$ cat config.mk
export PLATFORM = sky130hd
export DESIGN_NAME = ts_pin_scheduler
export DESIGN_NICKNAME = d
export VERILOG_FILES = /design/src/rtl/ts_pkg.sv /design/src/rtl/ts_ref_counter.sv /design/src/rtl/ts_due_compare.sv /design/src/rtl/ts_pin_scheduler.sv
export SDC_FILE = /design/constraint.sdc
export NUM_CORES = 1
export LEC_CHECK = 0
export ABC_AREA = 1
export ABC_CLOCK_PERIOD_IN_PS = 2500
export BUFFER_PORTS_ARGS = -buffer_cell sky130_fd_sc_hd__buf_2
export CAP_MARGIN = 20
export CORE_ASPECT_RATIO = 0.7
export CORE_MARGIN = 8
export CORE_UTILIZATION = 54
export DETAILED_ROUTE_END_ITERATION = 6
export PLACE_DENSITY_LB_ADDON = 0.08
export SYNTH_ARGS = -nofsm -noshare
export SYNTH_HDL_FRONTEND = slang
export SYNTH_SLANG_ARGS = --single-unit
$ cat constraint.sdc
create_clock -name clk_i -period 2.5 [get_ports clk_i]
set_clock_uncertainty 0.2 [all_clocks]
set_input_delay 0.125 -clock clk_i [delete_from_list [all_inputs] [get_ports clk_i]]
set_output_delay 0.125 -clock clk_i [all_outputs]
set_load 0.01 [all_outputs]
$ cat src/rtl/ts_pkg.sv
package ts_pkg;

    parameter int unsigned TS_DEFAULT_W = 31;

    typedef enum logic [1:0] {
        CMP_FUTURE = 2'd0,
        CMP_NOW    = 2'd1,
        CMP_PAST   = 2'd2
    } cmp_e;

endpackage

$ cat src/rtl/ts_ref_counter.sv
module ts_ref_counter #(
    parameter int unsigned W = ts_pkg::TS_DEFAULT_W
) (
    input  logic         clk_i,
    input  logic         rst_ni,
    output logic [W-1:0] cnt_o
);

    localparam logic [W-1:0] ONE = {{(W-1){1'b0}}, 1'b1};

    logic [W-1:0] cnt_d, cnt_q;

    always_comb begin
        cnt_d = cnt_q + ONE;
    end

    always_ff @(posedge clk_i) begin
        if (!rst_ni) cnt_q <= '0;
        else         cnt_q <= cnt_d;
    end

    assign cnt_o = cnt_q;


    ref_step_chk: assert property (@(posedge clk_i) disable iff (!rst_ni)
        1'b1 |=> cnt_q == ($past(cnt_q) + ONE));

endmodule

$ cat src/rtl/ts_due_compare.sv
module ts_due_compare #(
    parameter int unsigned W = ts_pkg::TS_DEFAULT_W
) (
    input  logic [W-1:0] due_i,
    input  logic [W-1:0] now_i,
    output ts_pkg::cmp_e cmp_o
);

    logic [W-1:0] gap;

    always_comb begin
        gap = due_i - now_i;
        if (gap == '0)        cmp_o = ts_pkg::CMP_NOW;
        else if (gap[W-1])    cmp_o = ts_pkg::CMP_PAST;
        else                  cmp_o = ts_pkg::CMP_FUTURE;
    end

endmodule

$ cat src/rtl/ts_pin_scheduler.sv
module ts_pin_scheduler #(
    parameter int unsigned TIME_W      = ts_pkg::TS_DEFAULT_W,
    parameter bit          RESET_LEVEL = 1'b1
) (
    input  logic              clk_i,
    input  logic              rst_ni,
    input  logic              evt_valid_i,
    input  logic [TIME_W:0]   evt_data_i,
    output logic              evt_ready_o,
    output logic              pin_o,
    output logic              late_o,
    output logic              empty_o,
    output logic [TIME_W-1:0] ref_time_o
);

    localparam int unsigned LVL_BIT = TIME_W;

    typedef struct packed {
        logic              pin;
        logic              late;
        logic              seen;
        logic              have_last;
        logic [TIME_W-1:0] last_ts;
    } sched_t;

    sched_t            st_d, st_q;
    logic [TIME_W-1:0] now_w;
    logic [TIME_W-1:0] head_ts;
    logic              head_lvl;
    ts_pkg::cmp_e      cmp_w;
    logic              pop;
    logic              first_look;
    logic              follower;

    ts_ref_counter #(.W(TIME_W)) ref_cnt_i (
        .clk_i (clk_i),
        .rst_ni(rst_ni),
        .cnt_o (now_w)
    );

    assign head_ts  = evt_data_i[TIME_W-1:0];
    assign head_lvl = evt_data_i[LVL_BIT];

    ts_due_compare #(.W(TIME_W)) due_cmp_i (
        .due_i(head_ts),
        .now_i(now_w),
        .cmp_o(cmp_w)
    );

    always_comb begin
        st_d       = st_q;
        pop        = evt_valid_i && (cmp_w != ts_pkg::CMP_FUTURE);
        first_look = evt_valid_i && !st_q.seen;
        follower   = st_q.have_last && (head_ts == st_q.last_ts);
        if (first_look && (cmp_w == ts_pkg::CMP_PAST) && !follower) begin
            st_d.late = 1'b1;
        end
        if (pop) begin
            st_d.pin       = head_lvl;
            st_d.seen      = 1'b0;
            st_d.have_last = 1'b1;
            st_d.last_ts   = head_ts;
        end else if (evt_valid_i) begin
            st_d.seen = 1'b1;
        end
    end

    always_ff @(posedge clk_i) begin
        if (!rst_ni) begin
            st_q.pin       <= RESET_LEVEL;
            st_q.late      <= 1'b0;
            st_q.seen      <= 1'b0;
            st_q.have_last <= 1'b0;
            st_q.last_ts   <= '0;
        end else begin
            st_q <= st_d;
        end
    end

    assign evt_ready_o = pop;
    assign pin_o       = st_q.pin;
    assign late_o      = st_q.late;
    assign empty_o     = !evt_valid_i;
    assign ref_time_o  = now_w;


    pin_hold_chk: assert property (@(posedge clk_i) disable iff (!rst_ni)
        !evt_ready_o |=> $stable(pin_o));


    pin_apply_chk: assert property (@(posedge clk_i) disable iff (!rst_ni)
        evt_ready_o |=> pin_o == $past(evt_data_i[LVL_BIT]));


    due_take_chk: assert property (@(posedge clk_i) disable iff (!rst_ni)
        (evt_valid_i && (now_w == evt_data_i[TIME_W-1:0])) |-> evt_ready_o);


    late_sticky_chk: assert property (@(posedge clk_i) disable iff (!rst_ni)
        late_o |=> late_o);


    idle_take_chk: assert property (@(posedge clk_i) disable iff (!rst_ni)
        empty_o |-> !evt_ready_o);

endmodule

Word level (Yosys, flattened, before mapping)
Cells that the tools add are included.
{ "totals": {"inputBits": 35, "output_inout_bits": 35, "register_bits": 66, "word_cells": 24} }
{ "classes": {"n_bitwise": 1, "muxes": 2, "n_reduce_logical": 11, "eq_ne": 2, "add_sub_neg": 2} }
{ "ops": {"columns": ["operator", "n"], "rows": [
  ["adder 31 x 1 -> 31 bit (second input constant)", 1],
  ["== test 31 bit", 1],
  ["zero test 31 bit", 1],
  ["subtractor 31 bit", 1],
  ["logical AND 1 bit", 5],
  ["two-way mux 2 bit", 2],
  ["zero test 1 bit", 3],
  ["== test 2 bit (second input constant)", 1],
  ["nonzero test 2 bit", 1],
  ["OR reduction 2 bit", 1],
  ["inverter 1 bit", 1]
]} }

Logic depth before layout (Yosys ltp)
{ "depth": {"ltp_word": 6, "depth_mapped": 22, "depth_no_buf": 21} }

Hierarchy
From an unflattened synthesis, not the netlist that was laid out.
{ "unflattened": {"cells_unflattened": 1030, "area_unflattened_um2": 5851.9} }
{ "by_module_without_submodules": {"columns": ["module", "cells_per_inst", "instances", "area_per_inst_um2"], "rows": [
  ["ts_due_compare", 498, 1, 2432.3],
  ["ts_pin_scheduler", 294, 1, 1820.5],
  ["ts_ref_counter", 238, 1, 1599.0]
]} }

Worst setup path after synthesis
No wires, ideal clock.
{ "synth_timing": {"kind": "reg-to-reg", "startpoint": "register ref_cnt_i.cnt_q[20] (netlist: ref_cnt_i.cnt_o[20])", "endpoint": "register st_q[0] (netlist name)", "setup_slack_ns": -0.148, "arrival_ns": 2.333, "setup_time_ns": 0.115, "period_less_slack_ns": 2.648, "path_stages_with_launch": 18, "n_path_buf": 1, "path_cell_list": "dfxtp_1 -> inv_1 -> ha_1 -> nand2_1 -> inv_1 -> a21oi_1 -> nand2_1 -> a21oi_1 -> nand3b_1 -> nand2_4 -> nand3_1 -> nor2_1 -> nand3_2 -> nand2_4 -> buf_6 -> nand3_1 -> nand2_1 -> nor2_1"} }
{ "synth_between": {"elab_chain_cells": 5, "elab_cells_between_ends": 6, "classes_between": "add/sub: 1; mux: 2; reduce/logical: 3"} }
{ "synth_rtl": {"columns": ["item", "line_no", "rtl"], "rows": [
  ["start, declared", "ts_ref_counter.sv:11", "logic [W-1:0] cnt_d, cnt_q;"],
  ["start signal, assigned", "ts_ref_counter.sv:19", "else cnt_q <= cnt_d;"],
  ["subtractor 31 bit *", "ts_due_compare.sv:12", "gap = due_i - now_i;"],
  ["zero test 31 bit / two-way mux 2 bit (equally long branches)", "ts_due_compare.sv:13, ts_due_compare.sv:14", null],
  ["two-way mux 2 bit *", "ts_due_compare.sv:13", "if (gap == '0) cmp_o = ts_pkg::CMP_NOW;"],
  ["nonzero test 2 bit *", "ts_pin_scheduler.sv:52", "pop = evt_valid_i && (cmp_w != ts_pkg::CMP_FUTURE);"],
  ["logical AND 1 bit *", "ts_pin_scheduler.sv:52", null],
  ["end signal, assigned", "ts_pin_scheduler.sv:76", "st_q <= st_d;"],
  ["end, declared", "ts_pin_scheduler.sv:26", "sched_t st_d, st_q;"]
]} }
Every way passes the cells marked *; elsewhere a longest branch is shown, timed or not.
A chain may end at the register's enable or synchronous reset.

Worst setup path in the final report
{ "layout_timing": {"startpoint": "register ref_cnt_i.cnt_q[6] (netlist: ref_cnt_i.cnt_o[6])", "endpoint": "register st_q[14] (netlist name)"} }
Same word-level chain as after synthesis.

==> impl.org <==
** Power
- Summed over all nets, the switching power comes to 1170 uW.
- Part of the power in the clock network :: between 30% and 40%
- Worst IR drop on VDD :: 0.000413 V
- In this run switching power makes up about a third of total power.
- Sequential group share of total power :: a little under a third
- The internal portion of the total power is 2460 uW.
- In this run the static leakage power is 0.00462 uW.
- Power density over cell area :: between 400 and 500 nW/um^2
- Combinational cell fraction of total power :: 29.7%

** Drt
- Residual antenna-violating net count after detailed routing :: 0
- Via-per-instance ratio :: 5.39
- DR WL/cell :: 16.1 um
- The detailed router placed 7,470 vias in this run.
- Detailed Route Iter0 Violations :: approximately 740
- The first TritonRoute pass finished after 7 iterations.
- DRC Markers :: 0
- For this block, the routed nets add up to 22,300 um of wire.

** Yosys
- Net count after synthesis :: 1,106
- Portion of the post-synthesis area used by sequential elements :: 22.5%
- Syn Area/Cell :: around 5.6 um^2
- Count of mapped cells out of synthesis :: 1,040
- Number of distinct library cells after synthesis :: 40
- During synthesis, Yosys emitted a total of 0 warnings.
- The synthesized design contains 66 register bits.
- The synthesized design contains 0 enable-type register cells.
- The cell area that synthesis handed to floorplanning was 5860 um^2.
- Asr flop ratio synth :: 0%
- In the synthesized netlist the dominant register cell turns out to be dfxtp_1.

** Timing
- Measured against its own limit, the worst slew margin works out to 54.1%.
- Post-route worst setup slack :: -536 ps
- At the pin with the least slew margin, the transition time is 689 ps.
- RSZ-0062 raised after global routing :: yes
- Dividing the final minimum period by the clock period gives 121%.
- For the finished layout, the period the worst path requires is 3040 ps.
- Setup TNS :: -15,510 ps
- Derived from the worst setup path, the maximum achievable clock frequency is 0.329 GHz.
- Final-report hold violation count :: 0
- Setup violations remaining at the end of the flow were counted as 36.
- Max-slew violations :: 0

** Finish
- Most common cell after layout, fill and taps aside :: nand2_1
- After routing the design area is approximately 8800 um^2.
- Number of nets in the layout :: between 1,000 and 1,500
- 0 antenna diodes ended up in the layout.
- In the layout the commonest cells are nand2_1, inv_1, buf_4, nor2_1, buf_2.
- Total area of multi-input combinational cells :: 4640 um^2
- For this run, the number of standard cells in the final layout without fillers is 1,387.
- Sequential standard cell area :: 1360 um^2
- At the end of the flow the core is filled with cells to between 80% and 90%.
- The area growth from synthesis to layout is 50.8%.
- The filler cells instantiated in the layout total 694.
- Proportion of layout cells with a drive suffix above 1 :: 38.4%

** Min path
- Counting instances, the worst hold path has a depth of 5.
- In this run the most critical hold path is launched from evt_data_i[0].
- In this run the worst hold path is classified as in -> reg.
- For hold timing, the worst endpoint is st_q[0]$_SDFFE_PN0P_.

** Floorplanning
- Horiz. Die Dim :: between 100 and 150 um
- Height of the die :: 103 um
- Area of the die :: 14,500 um^2
- Initial standard-cell utilization of the core :: 55.9%
- Core Footprint :: roughly 10,000 um^2
- For this design the top-level I/O count stands at 70.
- Total number of placement rows :: 31

** Place
- Number of cells after detailed placement :: around 1,400
- At the end of routability-driven placement, the weighted congestion stood at 0.961.
- Estimated wirelength of the detail-placed design :: 15,800 um
- PortBufs :: 69
- Post-Place Cell Area :: 7500 um^2

** Clock tree
- The tree built by TritonCTS fans out to 66 sinks.
- Clock tree from TritonCTS :: done
- The number of clock buffers added by TritonCTS is 9.
- Clock network latency to the later pin of the worst-skew pair :: about 340 ps
- Clk pin slew, worst setup/hold paths :: 60 ps
- Clock Tree Root :: clkbuf_16
- Maximum count of clock buffers along a single path :: 2
- CTS built an H-tree with a depth of 3.

** Setup path
- Endpoint required time on the critical path :: ~2500 ps
- Start of the worst register-to-register path :: ref_cnt_i.cnt_o[6]$_SDFF_PN0_
- The critical path is of the reg -> reg type.
- In this run the worst path has a maximum fanout of 17.
- Endpoint of the lowest-slack register-to-register path :: st_q[14]$_SDFFE_PN0P_
- R2r worst-path depth :: 19
- Register-to-register setup slack :: -540 ps
- The worst setup path is launched from a register.
- Data arrives at the worst endpoint at 3060 ps.
- CP Capture Type :: register

** Global route
- Antenna violations before repair :: 0
- Summed over all layers, the global routing overflow is 0.
- Via count of the first global-routing pass :: 7,045
- The first global-routing pass estimated around 34,000 um of wire.
- Entering global routing, the biggest net connects 50 pins.
- Global routing consumed, over all layers together, around 29% of the routing resources.

** Job
- Max-Cap Viols :: 0

** Outcome
- Violated checks :: setup timing
- The run finished, with violations left.
==> worst max path at each step <==
stage                                       end                          start  cells after the start
final                     st_q[14]$_SDFFE_PN0P_  ref_cnt_i.cnt_o[6]$_SDFF_PN0_                     19
after global routing      st_q[14]$_SDFFE_PN0P_  ref_cnt_i.cnt_o[5]$_SDFF_PN0_                     21
after CTS                           evt_ready_o  ref_cnt_i.cnt_o[7]$_SDFF_PN0_                     17
after detailed placement  st_q[18]$_SDFFE_PN0P_  ref_cnt_i.cnt_o[6]$_SDFF_PN0_                     18
after global placement    st_q[25]$_SDFFE_PN0P_  ref_cnt_i.cnt_o[6]$_SDFF_PN0_                     18
after floorplan            st_q[0]$_SDFFE_PN0P_  ref_cnt_i.cnt_o[6]$_SDFF_PN0_                     17
==> Yosys cell counts (all sizes together) (2+ instances only) <==
| library cell | n | area (um^2) |
|---|---|---|
| nor4b | 2 | 17.5 |
| nor3 | 23 | 135 |
| o21ai | 20 | 100 |
| o21a | 4 | 30.0 |
| ha | 31 | 388 |
| a21oi | 67 | 335 |
| xor2 | 12 | 105 |
| nand4 | 15 | 93.8 |
| o22ai | 6 | 37.5 |
| nand3 | 79 | 410 |
| xnor2 | 4 | 35.0 |
| inv | 208 | 781 |
| nor2 | 116 | 453 |
| a221oi | 2 | 17.5 |
| and2 | 6 | 38.8 |
| nor4 | 6 | 37.5 |
| dfxtp | 66 | 1320 |
| nand3b | 2 | 15.0 |
| nand2 | 342 | 1320 |
| clkbuf | 7 | 26.3 |
| clkinv | 2 | 7.51 |
| buf | 12 | 96.3 |
==> flip-flops by register name, summed over array words and instances (netlist names) <==
register,flops
st_q,33
late_o,1
pin_o,1
ref_cnt_i.cnt_o,31
==> power by group through the flow <==
stage	Clock (uW)	Sequential (uW)	Combinational [uW]
2_1_floorplan	0	1160	547
3_3_place_gp	0	1160	827
3_5_place_dp	0	1160	840
4_1_cts	1400	1140	954
5_1_grt	1450	1150	1170
6_report	1400	1150	1080
==> metal layers <==
layer	GRT usage (%)	wire length, um	vias to the layer above
met5	0	0	-
met4	8.06	709	0
met3	7.03	2270	73
met2	48.8	9880	396
met1	37.1	9440	3343
li1	-	-	3658
==> critical path, cell delays in order, from the launching register on <==
cell and delay, ps:
dfxtp_2 350, inv_2 60, ha_4 260, nand2_1 110, nand2_1 90, nand2_1 90, nand2_2 60, inv_1 110
nand3_4 120, xor2_1 190, nor2_1 140, nand2_2 80, nor3_4 200, nand3_2 140, nand2_4 110, buf_6 170
buf_12 160, nand3_1 110, nand2_1 110, nor2_1 60
==> per-stage QoR <==
step | worst slack [ps] | power [uW] | hold slack [ps]
floorplan | 2.84 | 1710 | 82.5
global placement | -354 | 1990 | 166
detailed placement | -401 | 2000 | 184
CTS | -362 | 3500 | 6.76
global route | -636 | 3770 | 42.5
finish | -536 | 3620 | 16.9
==> area by class of cell <==
type / count / share of cell area, %
Clock buffer: 10 / 2.70
Clock inverter: 6 / 0.991
Inverter: 210 / 8.95
Multi-Input combinational cell: 745 / 52.5
Sequential cell: 66 / 15.4
Tap cell: 132 / 1.87
Timing Repair Buffer: 218 / 17.6
==> cell families (layout without fill, tap and decap cells) <==
group	Yosys count	after routing	share of synthesized area [%]
flip-flops	66	66	22.5
AO/OA/AOI/OAI	106	106	9.80
adder cells (fa/ha/maj)	31	31	6.62
XOR/XNOR	16	16	2.39
AND/OR/NAND/NOR	592	592	43.1
buffers and inverters	229	444	15.5
==> timing repair <==
item / CTS / global route
setup endpoints to repair: 39 / 46
gates resized for setup: 121 / 111
pin swaps: 39 / 57
hold buffers: 2 / 0
buffers inserted: 11 / 7
endpoints found under the hold margin: 2 / 0
cloned: 1 / 1
Power figures use the tool's default switching activity.
